$ cat config.mk
export PLATFORM = sky130hd
export DESIGN_NAME = frac_div
export DESIGN_NICKNAME = d
export VERILOG_FILES = /design/src/rtl/frac_div_pkg.sv /design/src/rtl/frac_div_step.sv /design/src/rtl/frac_div_ctrl.sv /design/src/rtl/frac_div.sv
export SDC_FILE = /design/constraint.sdc
export NUM_CORES = 1
export LEC_CHECK = 0
export CAP_MARGIN = 40
export CORE_MARGIN = 2
export CORE_UTILIZATION = 51
export CTS_CLUSTER_DIAMETER = 150
export DETAILED_ROUTE_END_ITERATION = 16
export DONT_BUFFER_PORTS = 1
export HOLD_SLACK_MARGIN = 0.1
export PLACE_DENSITY = 0.66
export SLEW_MARGIN = 10
export SYNTH_ARGS = -nofsm -noshare
export SYNTH_HDL_FRONTEND = slang
export SYNTH_HIERARCHICAL = 1
export SYNTH_SLANG_ARGS = --single-unit
$ cat constraint.sdc
create_clock -name clk -period 3.6 [get_ports clk]
set_input_delay 0.72 -clock clk [delete_from_list [all_inputs] [get_ports clk]]
set_output_delay 0.72 -clock clk [all_outputs]
set_load 0.01 [all_outputs]
$ cat src/rtl/frac_div_pkg.sv
package frac_div_pkg;

   typedef enum logic {
      DV_IDLE = 1'b0,
      DV_RUN  = 1'b1
   } dv_state_e;

   // quotient bits produced per operand width
   function automatic int dv_frac_bits(input int width);
      return width - 1;
   endfunction

endpackage

$ cat src/rtl/frac_div_step.sv
module frac_div_step #(
   parameter int W = 16
) (
   input  logic [W:0]   rem_i,
   input  logic [W-1:0] q_i,
   input  logic [W-1:0] den_i,
   output logic [W:0]   rem_o,
   output logic [W-1:0] q_o
);
   localparam int SH_W = W + 2;

   logic [SH_W-1:0] shifted;
   logic            take;

   always_comb begin
      shifted = {rem_i, 1'b0};
      take    = (shifted >= SH_W'(den_i));
      rem_o   = (W+1)'(take ? (shifted - SH_W'(den_i)) : shifted);
      q_o     = {q_i[W-2:0], take};
   end

endmodule

$ cat src/rtl/frac_div_ctrl.sv
module frac_div_ctrl
   import frac_div_pkg::*;
#(
   parameter int ROUNDS = 15
) (
   input  logic clk,
   input  logic rst_n,
   input  logic start,
   input  logic short_i,
   output logic accept_o,
   output logic step_o,
   output logic busy_o,
   output logic done_o
);
   localparam int CW = (ROUNDS > 1) ? $clog2(ROUNDS) : 1;
   localparam logic [CW-1:0] LAST = CW'(ROUNDS - 1);

   dv_state_e     state_q;
   logic [CW-1:0] cnt_q;
   logic          done_q;

   assign accept_o = start && (state_q == DV_IDLE);
   assign step_o   = (state_q == DV_RUN);
   assign busy_o   = (state_q == DV_RUN);
   assign done_o   = done_q;

   always_ff @(posedge clk) begin
      if (!rst_n) begin
         state_q <= DV_IDLE;
         cnt_q   <= '0;
         done_q  <= 1'b0;
      end else begin
         done_q <= 1'b0;
         case (state_q)
            DV_IDLE: begin
               if (accept_o) begin
                  cnt_q <= '0;
                  if (short_i) begin
                     done_q <= 1'b1;
                  end else begin
                     state_q <= DV_RUN;
                  end
               end
            end
            default: begin
               if (cnt_q == LAST) begin
                  state_q <= DV_IDLE;
                  done_q  <= 1'b1;
                  cnt_q   <= '0;
               end else begin
                  cnt_q <= cnt_q + 1'b1;
               end
            end
         endcase
      end
   end

endmodule

$ cat src/rtl/frac_div.sv
module frac_div
   import frac_div_pkg::*;
#(
   parameter int W               = 16,
   parameter int STEPS_PER_CYCLE = 1
) (
   input  logic         clk,
   input  logic         rst_n,
   input  logic         start,
   input  logic [W-1:0] num,
   input  logic [W-1:0] den,
   output logic         busy,
   output logic         done,
   output logic [W-1:0] quot,
   output logic         div_zero
);
   localparam int STEPS  = dv_frac_bits(W);
   localparam int ROUNDS = STEPS / STEPS_PER_CYCLE;
   localparam int REM_W  = W + 1;
   localparam logic [W-1:0] Q_MAX = {1'b0, {(W-1){1'b1}}};

   if (W < 4) begin : g_bad_width
      $error("frac_div: W must be at least 4");
   end
   if (STEPS_PER_CYCLE < 1 || (STEPS % STEPS_PER_CYCLE) != 0) begin : g_bad_spc
      $error("frac_div: STEPS_PER_CYCLE must divide W-1");
   end

   logic [REM_W-1:0] rem_q;
   logic [W-1:0]     q_q;
   logic [W-1:0]     den_q;
   logic             zero_q;
   logic             accept;
   logic             step;
   logic             short_c;

   assign short_c = (den == '0) || (num == den);

   frac_div_ctrl #(.ROUNDS(ROUNDS)) i_ctrl (
      .clk      (clk),
      .rst_n    (rst_n),
      .start    (start),
      .short_i  (short_c),
      .accept_o (accept),
      .step_o   (step),
      .busy_o   (busy),
      .done_o   (done)
   );

   logic [REM_W-1:0] rem_ch [STEPS_PER_CYCLE+1];
   logic [W-1:0]     q_ch   [STEPS_PER_CYCLE+1];

   assign rem_ch[0] = rem_q;
   assign q_ch[0]   = q_q;

   for (genvar g = 0; g < STEPS_PER_CYCLE; g++) begin : g_chain
      frac_div_step #(.W(W)) i_step (
         .rem_i (rem_ch[g]),
         .q_i   (q_ch[g]),
         .den_i (den_q),
         .rem_o (rem_ch[g+1]),
         .q_o   (q_ch[g+1])
      );
   end

   always_ff @(posedge clk) begin
      if (!rst_n) begin
         rem_q  <= '0;
         q_q    <= '0;
         den_q  <= '0;
         zero_q <= 1'b0;
      end else if (accept) begin
         zero_q <= (den == '0);
         den_q  <= den;
         if (short_c) begin
            q_q <= Q_MAX;
         end else begin
            rem_q <= {num[W-1], num};
            q_q   <= '0;
         end
      end else if (step) begin
         rem_q <= rem_ch[STEPS_PER_CYCLE];
         q_q   <= q_ch[STEPS_PER_CYCLE];
      end
   end

   assign quot     = q_q;
   assign div_zero = zero_q;

endmodule

### Yosys cells after proc, flatten, opt, wreduce, memory -nomap -nowiden

Index checks and enable logic that the tools add are counted.

| cells by class | value |
|---|---|
| magnitude comparators | 1 |
| reductions and logical operators | 5 |
| $add $sub $neg | 2 |
| muxes and demuxes | 18 |
| bitwise gates (word level) | 1 |
| equality and inequality tests | 3 |

Operators with widths:

| cell | number |
|---|---|
| $mux W17 | 4 |
| $mux W16 | 2 |
| $ge A18 B16 Y1 | 1 |
| $sub A17 B16 Y17 | 1 |
| $eq A16 B16 Y1 | 1 |
| $logic_not A16 Y1 | 1 |
| $mux W15 | 1 |
| $mux W4 | 3 |
| $mux W1 | 8 |
| $add A4 B1 Y4 const B | 1 |
| $eq A4 B4 Y1 const B | 1 |
| $ne A2 B2 Y1 const B | 1 |
| $reduce_and A2 Y1 | 1 |
| $reduce_bool A2 Y1 | 1 |
| $logic_and A1 B1 Y1 | 1 |
| $logic_or A1 B1 Y1 | 1 |
| $not A1 Y1 | 1 |

| storage, ports and cells | value |
|---|---|
| output and inout port bits | 19 |
| bits of input ports | 35 |
| logic and storage cells | 37 |
| bits in registers | 56 |

### Longest topological paths before layout

Gate-level depths: netlist (run 1).

| depth | value |
|---|---|
| depth in word-level cells | 5 |
| depth in mapped cells | 13 |

### By module

The synthesis (run 1) kept the hierarchy.

Modules (own cells, without submodules):

| module | instances | area an instance (sq um) | cells an instance | sequential area each (sq um) |
|---|---|---|---|---|
| frac_div | 1 | 2,483.6 | 261 | 1,001.0 |
| frac_div_step | 1 | 1,194.9 | 177 | 0.0 |
| frac_div_ctrl | 1 | 332.8 | 39 | 120.1 |

### Worst setup path before layout (run 1)

Ideal clock, no wire load.

| timing | value |
|---|---|
| path kind | register to register |
| from | register rem_q[0] |
| to | register rem_q[4] |
| clock period less this slack | 2,388 ps |
| stages on the path, launching flop included | 12 |
| path buffers | 0 |
| path slack | 1,212 ps |
| required time | 3,468 ps |
| arrival time | 2,256 ps |
| cell sequence | dfxtp_1 -> inv_1 -> fa_1 -> nor2b_1 -> o21bai_1 -> a21o_1 -> a31o_2 -> nand3_4 -> mux2_2 -> mux2i_1 -> o22a_1 -> a21oi_1 |

RTL lines:

| what | RTL line | text |
|---|---|---|
| start, declared | frac_div.sv:29 | `logic [REM_W-1:0] rem_q;` |
| start signal, assigned | frac_div.sv:78 | `rem_q <= {num[W-1], num};` |
| start signal, assigned | frac_div.sv:82 | `rem_q <= rem_ch[STEPS_PER_CYCLE];` |

==> results of run 1 <==
==> worst max path at each step <==
stage | from | end | depth (start not counted)
2_1_floorplan | rem_q[0] | rem_q[4] | 11
6_report | rem_q[0] | rem_q[4] | 11
3_5_place_dp | rem_q[0] | rem_q[4] | 11
5_1_grt | rem_q[0] | rem_q[4] | 11
4_1_cts | rem_q[0] | rem_q[4] | 11
3_3_place_gp | rem_q[0] | rem_q[4] | 11
==> area by class of cell <==
cell class,count,share of cell area [%]
multi-input cells,339,61.6
flip-flops and latches,56,28.6
well taps,102,3.25
inverters,27,2.58
clock buffers,5,1.75
repair buffers,8,1.53
clock inverters,3,0.700
==> power groups by stage <==
stage,Sequential (mW),Clock [mW],Combinational (mW)
after global routing,0.731,0.406,0.860
after global placement,0.736,0,0.753
final,0.724,0.370,0.769
after floorplan,0.718,0,0.709
after detailed placement,0.738,0,0.763
after CTS,0.724,0.382,0.768
==> per-layer routing <==
layer  vias to the layer above  share of wire (%)
met5                         -                  0
met4                         0                2.8
met3                        18                5.3
met2                        71                 48
met1                      1500                 44
li1                       1589                  -
==> per-stage QoR <==
step | instances | power, mW | setup WS, ps
after CTS | 540 | 1.87 | 847
after global routing | 540 | 2.00 | 697
after detailed placement | 532 | 1.50 | 864
final | 540 | 1.86 | 846
after floorplan | 477 | 1.43 | 1210
after global placement | 531 | 1.49 | 957
==> kinds of logic (layout without fill, tap and decap cells) <==
kind of cell / after synthesis / after routing / synth area share (%)
buffers and inverters: 82 / 43 / 11.7
multiplexers: 50 / 50 / 12.6
AO/OA/AOI/OAI: 121 / 121 / 19.7
XOR/XNOR: 27 / 27 / 5.90
AND/OR/NAND/NOR: 122 / 122 / 16.1
flip-flops: 56 / 56 / 27.9
adder cells (fa/ha/maj): 19 / 19 / 6.11
==> critical path: stages (launching register included) <==
cell and delay [ps]:
dfxtp_1 420, inv_1 90, fa_1 450, nor2b_1 170
o21bai_1 100, a21o_1 200, a31o_2 240, nand3_4 250
mux2_2 380, mux2i_1 130, o22a_1 150, a21oi_1 50
==> synthesized netlist by cell type, types with 2 or more instances <==
library cell / number
buf_4: 35
xor2_1: 5
buf_1: 3
nor3_1: 2
o21ai_0: 8
a21boi_1: 2
a21o_1: 5
a211o_1: 2
nand3_1: 14
nor2b_1: 5
nand2_1: 21
o22a_1: 9
a22oi_1: 9
nand2b_1: 8
o211ai_1: 10
buf_2: 5
mux2_2: 4
mux2i_1: 45
xnor2_1: 22
nor2_1: 39
or2_2: 2
clkinv_1: 2
clkbuf_1: 8
ha_1: 18
o22ai_1: 2
dfxtp_1: 56
inv_1: 25
a31oi_1: 12
nor4_1: 4
buf_6: 3
nand3b_1: 9
nand4_1: 9
a21oi_1: 51
==> sequential cells by signal (all words and copies together) (netlist names) <==
register,cells
div_zero,1
i_ctrl/busy_o,1
quot,16
den_q,16
i_ctrl/done_o,1
i_ctrl/cnt_q,4
rem_q,17
==> cell usage in the layout (no fill, tap or decap), types with 2 or more instances in the layout <==
master,netlist,routed
nor2_1,39,39
nand3_1,14,14
a211o_1,2,2
nand2_1,21,21
a22oi_1,9,9
clkinv_1,2,2
nand2b_1,8,8
o21ai_0,8,8
mux2i_1,45,45
a21oi_1,51,51
o22a_1,9,9
mux2_2,4,4
buf_4,35,8
a31oi_1,12,12
clkbuf_8,0,5
xor2_1,5,5
inv_1,25,25
o211ai_1,10,10
dfxtp_1,56,55
nor3_1,2,2
nor2b_1,5,5
nand4_1,9,9
nand3b_1,9,9
xnor2_1,22,22
nor4_1,4,4
a21boi_1,2,2
or2_2,2,2
a21o_1,5,5
o22ai_1,2,2
ha_1,18,18
==> results by group, run 1 <==
Global route
  – Grt met2 use: 35.6%
  – Grt ovf: 0
  – Vias in the first global route: 3127
  – GRT met1 Usage: 25.8%
  – First-pass GRT wire length: 14700 microns
  – Top Usage Layer GRT: met2
  – Initial antenna violation count: 0
  – M3 GR Usage: 5.29%
  – Total track usage: 21.1%
  – Largest net degree at the start of global routing: 50

Place
  – PortBufs: 0
  – Gpl congestion: 0.823
  – Placed instance area: 3830 sq um
  – Post-DP HPWL: 6540 microns

Worst setup path
  – FF-to-FF path depth: 11
  – CP Launch Type: register
  – Max FO, Critical Path: 28
  – FF-to-FF Start: rem_q[0]
  – Data required, critical path: 3800 ps
  – CP arrival: 2950 ps
  – Worst R2R Setup Slack: 850 ps
  – Crit. End Element: register
  – Worst r2r dst: rem_q[4]
  – Critical path class: register to register

Clock tree
  – Clk_lat worst skew: 320 ps
  – PostCTS Resize Cnt: 0
  – Setup Buffers After CTS: 0
  – Clock buffer depth: 2
  – H-tree levels: 2
  – CTS tree: built
  – Clock sinks: 56
  – CTS Root Cell: clkbuf_8
  – Clk slew on worst S/H paths: 110 ps
  – Hold_buf cts: 0
  – Cts bufs inserted: 5

STA
  – Final period util: 76.5%
  – RSZ-0062 raised after global routing: no
  – Max-slew violation count: 0
  – Slew margin rel.: 55.0%
  – Skew final: 10.0 ps
  – Hold WS: 508 ps
  – Least-Margin Pin Slew: 669 ps
  – Minimum clock period: 2750 ps
  – Final setup fails: 0
  – Achievable Freq: 0.363 GHz
  – TNS Setup: 0 ps
  – Final hold vios: 0

Yosys
  – Top cells by area, synth: dfxtp_1 (28%), mux2i_1 (11%), buf_4 (6.6%)
  – Mean Syn Cell Area: 8.41 sq um
  – Leading area contributor after synthesis: dfxtp_1
  – Number of enable flip-flop cells after synthesis: 0
  – Gate Count Post-Synth: 477
  – Synth Flop Type: dfxtp_1
  – Ys async rst share: 0%
  – Yosys warnings: 6
  – Syn Nets: 531
  – Yosys reg bits: 56
  – Seq/Total Area, Yosys: 27.9%
  – Area share of the largest cell type after synthesis: 27.9%
  – Synth cell types: 56
  – Synthesized cell area: 4010 sq um

Drt
  – Wire length per cell: 16.4 microns
  – Starting DRT DRC Count: 153
  – Via count: 3178
  – Drt total wl: 8880 microns
  – Post-DRT Antenna Nets: 0
  – Drt pass-1 iters: 4
  – Post-DR vias/cell: 5.89
  – DRC viols: 0

Cells and area
  – Multi-input logic area: 2420 sq um
  – Fill cells: 752
  – Post-Layout Inst Area: 3930 sq um
  – Share of layout cells above drive strength 1: 7.53%
  – Layout area overhead: -2.03%
  – Reg area: 1120 sq um
  – Post-layout util: 51.1%
  – Final Net Count: 491
  – Antenna cells: 0

Worst hold path
  – Hold Path Origin: den_q[10]
  – Hold Path Class: register to register
  – Worst Hold Path EP: den_q[10]
  – Hold depth: 2

Power
  – Psw: 0.705 mW
  – Int Pwr: 1.16 mW
  – Maximum VDD drop: 231 uV
  – Share of power burned in the clock network: 19.9%
  – Cell Pwr Density: 474 nW/um^2
  – Pleak: 1.46 nW
  – Gate power share: 41.3%
  – Seq pwr share: 38.9%
  – Switching share of power: 37.8%

Floorplanning
  – Starting density of the core: 52.2%
  – Die ar.: 8590 sq um
  – Num rows: 32
  – Ports: 54
  – Die Y: 92.7 microns
  – Core area: 7690 sq um
  – Die W: 92.7 microns

Status
  – Status: finished clean

Job
  – MaxCap Viol Count: 0
(Power assumes the default switching activity.)
==> run 2, diff against run 1 <==
PLACE_DENSITY = 0.69   (was 0.66)
clock period = 2.5 ns   (was 3.6 ns; I/O delays follow)
==> run 2 against run 1 <==
  * Non-clock buffer count up 29
  * Die area unchanged
  * Sequential share of layout area down 2.5 points
  * Clock-buffer cell count unchanged
  * Core utilization up 5.8 points
  * Global-route usage up 1.4 points
  * Combinational power up 87%
  * Highest routed layer unchanged
  * Power up 63%
  * Largest cell class unchanged
==> results by group, run 2 (synthesis gave the netlist of run 1 again) <==
Clock tree
  – Cts bufs inserted: 5
  – Clock buffer depth: 2
  – Clk slew on worst S/H paths: 110 ps
  – Clk_lat worst skew: 320 ps
  – Clock sinks: 56
  – CTS tree: built
  – CTS Root Cell: clkbuf_8
  – Hold_buf cts: 0
  – H-tree levels: 2

Place
  – Gpl congestion: 0.930
  – Post-DP HPWL: 7020 microns
  – Placed instance area: 4020 sq um
  – PortBufs: 0
  – Cell count after placement: 557

Worst setup path
  – Max FO, Critical Path: 6
  – Critical path class: register to register
  – Worst r2r dst: rem_q[4]
  – FF-to-FF Start: den_q[1]
  – CP Launch Type: register
  – FF-to-FF path depth: 10
  – Critical Path Slowest Stage Cell: fa_2
  – Data required, critical path: 2700 ps
  – Crit. End Element: register
  – Worst-path cell chain: fa_2, nor2b_2, o21bai_1, a21o_1, a31o_4, nand3_4, mux2_2, mux2i_1, o22a_1, a21oi_1
  – Worst R2R Setup Slack: 100 ps
  – CP arrival: 2600 ps
  – Critical path's largest stage delay: 410 ps

STA
  – Final period util: 96.0%
  – Slew margin rel.: 56.8%
  – Max-slew violation count: 0
  – Minimum clock period: 2400 ps
  – Hold WS: 309 ps
  – Final setup fails: 0
  – Least-Margin Pin Slew: 642 ps
  – RSZ-0062 raised after global routing: yes
  – Final hold vios: 0
  – Skew final: 9.29 ps
  – Achievable Freq: 0.417 GHz

Floorplanning
  – Die W: 92.7 microns
  – Ports: 54
  – Die Y: 92.7 microns
  – Die ar.: 8590 sq um
  – Starting density of the core: 52.2%
  – Num rows: 32
  – Core area: 7690 sq um

Worst hold path
  – Hold Path Origin: rst_n
  – Worst Hold Path EP: i_ctrl/cnt_q[1]
  – Hold Path Class: input port to register
  – Hold depth: 1

Drt
  – Post-DR vias/cell: 5.94
  – Drt pass-1 iters: 4
  – Wire length per cell: 17.3 microns
  – Starting DRT DRC Count: 166
  – Post-DRT Antenna Nets: 0
  – DRC viols: 0
  – Via count: 3384
  – Drt total wl: 9840 microns

Cells and area
  – Non-Filler Instances: 570
  – Post-Layout Inst Area: 4380 sq um
  – Final Net Count: 521
  – Most common cell after layout, fill and taps aside: a21oi_1
  – Share of layout cells above drive strength 1: 21.8%
  – Antenna cells: 0
  – Commonest non-fill, non-tap cells in the layout: a21oi_1 (46), mux2i_1 (45), dfxtp_1 (42)
  – Layout area overhead: 9.17%
  – Most flops, register: rem_q
  – Largest register FFs: 17

Global route
  – Grt ovf: 0
  – Vias in the first global route: 3418
  – First-pass GRT wire length: 15500 microns
  – Total track usage: 22.5%
  – GRT met1 Usage: 26.3%
  – Initial antenna violation count: 0
  – Largest net degree at the start of global routing: 39
  – Top Usage Layer GRT: met2
  – Grt met2 use: 40.0%
  – M3 GR Usage: 4.48%

Job
  – MaxCap Viol Count: 0

Power
  – Pleak: 1.64 nW
  – Cell Pwr Density: 693 nW/um^2
  – Total chip power: 3.04 mW
  – Maximum VDD drop: 409 uV

Status
  – Status: finished clean
## run 2: cell types whose count changed in the layout (fill, tap and decap cells not counted), sizes merged
cell,delta
clkinv,-1
clkinvlp,+1
buf,+29
nand3,+1
## run 2: final cells by class
class	instances	area, sq um
fill	689	3310
clock buffer	5	68.8
clock inverter	3	26.3
sequential	56	1140
inverter	27	101
tap	102	128
timing repair buffer	37	285
multi-input combinational	340	2630
## run 2: worst max-delay path by stage
stage | startpoint | slack [ps] | cells after the start | end
2_1_floorplan | rem_q[0] | 110 | 11 | rem_q[4]
3_5_place_dp | rem_q[0] | 10 | 12 | rem_q[13]
5_1_grt | den_q[1] | -10 | 11 | rem_q[13]
3_3_place_gp | rem_q[0] | 60 | 11 | rem_q[4]
4_1_cts | rem_q[0] | -3 | 12 | rem_q[14]
6_report | den_q[1] | 100 | 10 | rem_q[4]
## run 2: critical path: cells and delay by family (launching register included)
kind / cells / cell delay (ps)
and+or+nand+nor: 2 / 250
AOI/OAI and AO/OA: 5 / 760
muxes: 2 / 490
adders and majority gates: 1 / 410
DFF: 1 / 380
## run 2: what timing repair did
action | in CTS | in global routing
gates resized for setup | 5 | 43
setup endpoints to repair | 4 | 16
cloned | 1 | 0
setup buffers | 2 | 2
pin swaps | 1 | 23
## run 2: layer usage
layer	routed length, microns	share of wire [%]
met1	4040	41
met2	4930	50
met3	575	5.8
met4	296	3.0
met5	0	0
## run 2: report_power, final
part | total (mW) | switching, mW | leakage (nW) | internal, mW
registers | 1.05 | 0.0852 | 0.466 | 0.969
clock network | 0.538 | 0.333 | 0.0423 | 0.205
logic | 1.44 | 0.723 | 1.13 | 0.721
## run 2: metrics by stage
stage	setup WS [ps]	utilization [%]	setup TNS (ps)
6_report	101	57.0	0
5_1_grt	-14.1	57.0	-33.7
4_1_cts	-3.48	54.3	-3.48
3_5_place_dp	10.9	52.3	0
3_3_place_gp	61.3	52.2	0
2_1_floorplan	112	-	0
==> run 3, diff against run 2 <==
ABC_AREA = 1   (was default)
==> run 3 against run 2 <==
  * Sequential power hardly changed
  * Critical path type unchanged
  * Wire length grew 11%
  * Largest power group unchanged
  * Largest cell class unchanged
  * Hold slack got worse by 20 ps
  * Critical endpoint is now rem_q[10]
==> results by group, run 3 <==
Worst setup path
  – FF-to-FF path depth: 14
  – Critical path class: register to register
  – CP Launch Type: register
  – Worst r2r dst: rem_q[10]
  – Worst R2R Setup Slack: 210 ps
  – Critical path buffer and inverter count: 2
  – CP arrival: 2540 ps
  – Logic depth of the worst path, buffers included: 14
  – Critical path's largest stage delay: 360 ps
  – Critical Path Slowest Stage Cell: ha_1
  – Data required, critical path: 2750 ps
  – Worst-path cell chain: inv_1, ha_1, nand2_2, nor2_2, inv_2, nor3_4, nand3_4, nand3_4, nand2_1, nand2_1, nand2_1, o21ai_0, a21oi_1, nor2_1
  – Max FO, Critical Path: 18
  – Top delay family on crit path: simple AND/OR/NAND/NOR gates
  – Crit. End Element: register
  – Most used cell, CP: nand2_1
  – FF-to-FF Start: den_q[9]
  – Worst setup path end: rem_q[10]
  – Critical path launch point: den_q[9]

Yosys
  – Synth cell types: 32
  – Synth Area in Adders: 5.35%
  – Synth Area in Compound Gates: 13.3%
  – Area share of the largest cell type after synthesis: 24.4%
  – Post-synthesis xor/xnor area fraction: 1.53%
  – Seq/Total Area, Yosys: 24.4%
  – Yosys reg bits: 56
  – Mux cell area share after synthesis: 0%
  – Count leader, synth: nand2_1
  – Ys async rst share: 0%
  – Top cells by area, synth: dfxtp_1 (24%), nand2_1 (19%), inv_1 (12%)
  – Synth Flop Type: dfxtp_1
  – Largest family of logic cells by synthesized area: simple AND/OR/NAND/NOR gates
  – Commonest cells in the netlist: nand2_1 (234), inv_1 (148), a21oi_1 (56), dfxtp_1 (56), o21ai_0 (49)
  – Simple-Gate Fraction of Synth Area: 34.4%
  – Number of enable flip-flop cells after synthesis: 0
  – Syn Nets: 825
  – Gate Count Post-Synth: 771
  – Leading area contributor after synthesis: dfxtp_1
  – Yosys warnings: 6
  – Mean Syn Cell Area: 5.95 sq um
  – Synthesized cell area: 4590 sq um

Place
  – PortBufs: 0
  – Post-DP HPWL: 8580 microns
  – Gpl congestion: 0.953

Power
  – Cell Pwr Density: 680 nW/um^2
  – Pleak: 2.37 nW
  – Maximum VDD drop: 353 uV

Drt
  – Post-DRT Antenna Nets: 0
  – Wire length per cell: 13.1 microns
  – Via count: 4314
  – DRC viols: 0
  – Post-DR vias/cell: 5.16
  – Drt total wl: 10900 microns
  – Starting DRT DRC Count: 225
  – Drt pass-1 iters: 5

Cells and area
  – Most flops, register: rem_q
  – Most common cell after layout, fill and taps aside: nand2_1
  – Layout area overhead: -1.83%
  – Antenna cells: 0
  – Final Net Count: 781
  – Commonest non-fill, non-tap cells in the layout: nand2_1 (234), inv_1 (148), a21oi_1 (56), dfxtp_1 (56), o21ai_0 (49)
  – Share of layout cells above drive strength 1: 6.04%
  – Largest register FFs: 17
  – Post-layout util: 51.6%
  – Fill cells: 899

STA
  – Final period util: 91.6%
  – Slew margin rel.: 68.0%
  – Minimum clock period: 2290 ps
  – RSZ-0062 raised after global routing: no
  – Least-Margin Pin Slew: 480 ps
  – TNS Setup: 0 ps
  – Achievable Freq: 0.437 GHz
  – Final hold vios: 0
  – Skew final: 8.54 ps
  – Hold WS: 289 ps
  – Max-slew violation count: 0
  – Final setup fails: 0

Floorplanning
  – Die Y: 98.8 microns
  – Ports: 54
  – Die W: 98.8 microns
  – Core area: 8720 sq um
  – Starting density of the core: 52.6%
  – Die ar.: 9770 sq um
  – Num rows: 34

Clock tree
  – Clk_lat worst skew: 310 ps
  – Clk slew on worst S/H paths: 110 ps
  – H-tree levels: 2
  – Cts bufs inserted: 5
  – Clock sinks: 56
  – Hold_buf cts: 0
  – CTS Root Cell: clkbuf_8
  – CTS tree: built
  – Clock buffer depth: 2

Job
  – MaxCap Viol Count: 0

Global route
  – First-pass GRT wire length: 18600 microns
  – Initial antenna violation count: 0
  – Vias in the first global route: 4051
  – Largest net degree at the start of global routing: 42
  – Total track usage: 22.8%
  – Grt ovf: 0

Status
  – Status: finished clean

Worst hold path
  – Hold Path Class: input port to register
[run 3: routing by layer]
layer	wire, microns	share of wire, %	GRT usage (%)	vias up
met5	0	0	0	-
met4	273	2.5	7.27	0
met3	553	5.1	4.68	19
met2	4980	46	37.4	93
met1	5120	47	30.2	1941
li1	-	-	-	2261
[run 3: area by class of cell]
class,count,area [sq um],area share (%)
Timing Repair Buffer,9,67.6,1.50
Sequential cell,56,1120,24.9
Clock inverter,2,17.5,0.389
Inverter,150,563,12.5
Multi-Input combinational cell,505,2520,55.9
Clock buffer,6,82.6,1.83
Tap cell,108,135,3.00
[run 3: worst min path at each step]
stage / cells past startpoint / slack (ps) / startpoint / endpoint
detailed placement: 2 / 500 / i_ctrl/cnt_q[3] / i_ctrl/cnt_q[3]
CTS: 2 / 280 / rst_n / rem_q[16]
global route: 2 / 290 / rst_n / rem_q[14]
floorplan: 2 / 440 / quot[15] / quot[15]
global placement: 2 / 490 / i_ctrl/cnt_q[3] / i_ctrl/cnt_q[3]
finish: 2 / 290 / rst_n / rem_q[16]
[run 3: cell families (layout without fill, tap and decap cells)]
kind of cell | count (synthesis) | count (layout)
buf+inv | 210 | 167
xor+xnor | 8 | 8
fa+ha+maj | 19 | 19
compound gates | 114 | 114
flops | 56 | 56
simple gates | 364 | 364
[run 3: metrics by stage]
step           area [sq um]  total power, mW  worst slack [ps]  instances
6_report               4500             3.06               211        836
5_1_grt                4500             3.33              17.2        836
4_1_cts                4490             3.06               130        836
3_5_place_dp           4390             2.50               171        828
3_3_place_gp           4390             2.49               225        828
2_1_floorplan          4590             2.25               507        771
[run 3: what timing repair did]
item,4_1_cts,5_1_grt
endpoints found under the setup margin,0,17
resized for setup,0,2
buffers inserted,0,0
[run 3: power breakdown]
part / internal (mW) / switching, mW
clock network: 0.233 / 0.320
logic: 0.512 / 0.953
registers: 0.971 / 0.0738
total: 1.72 / 1.35
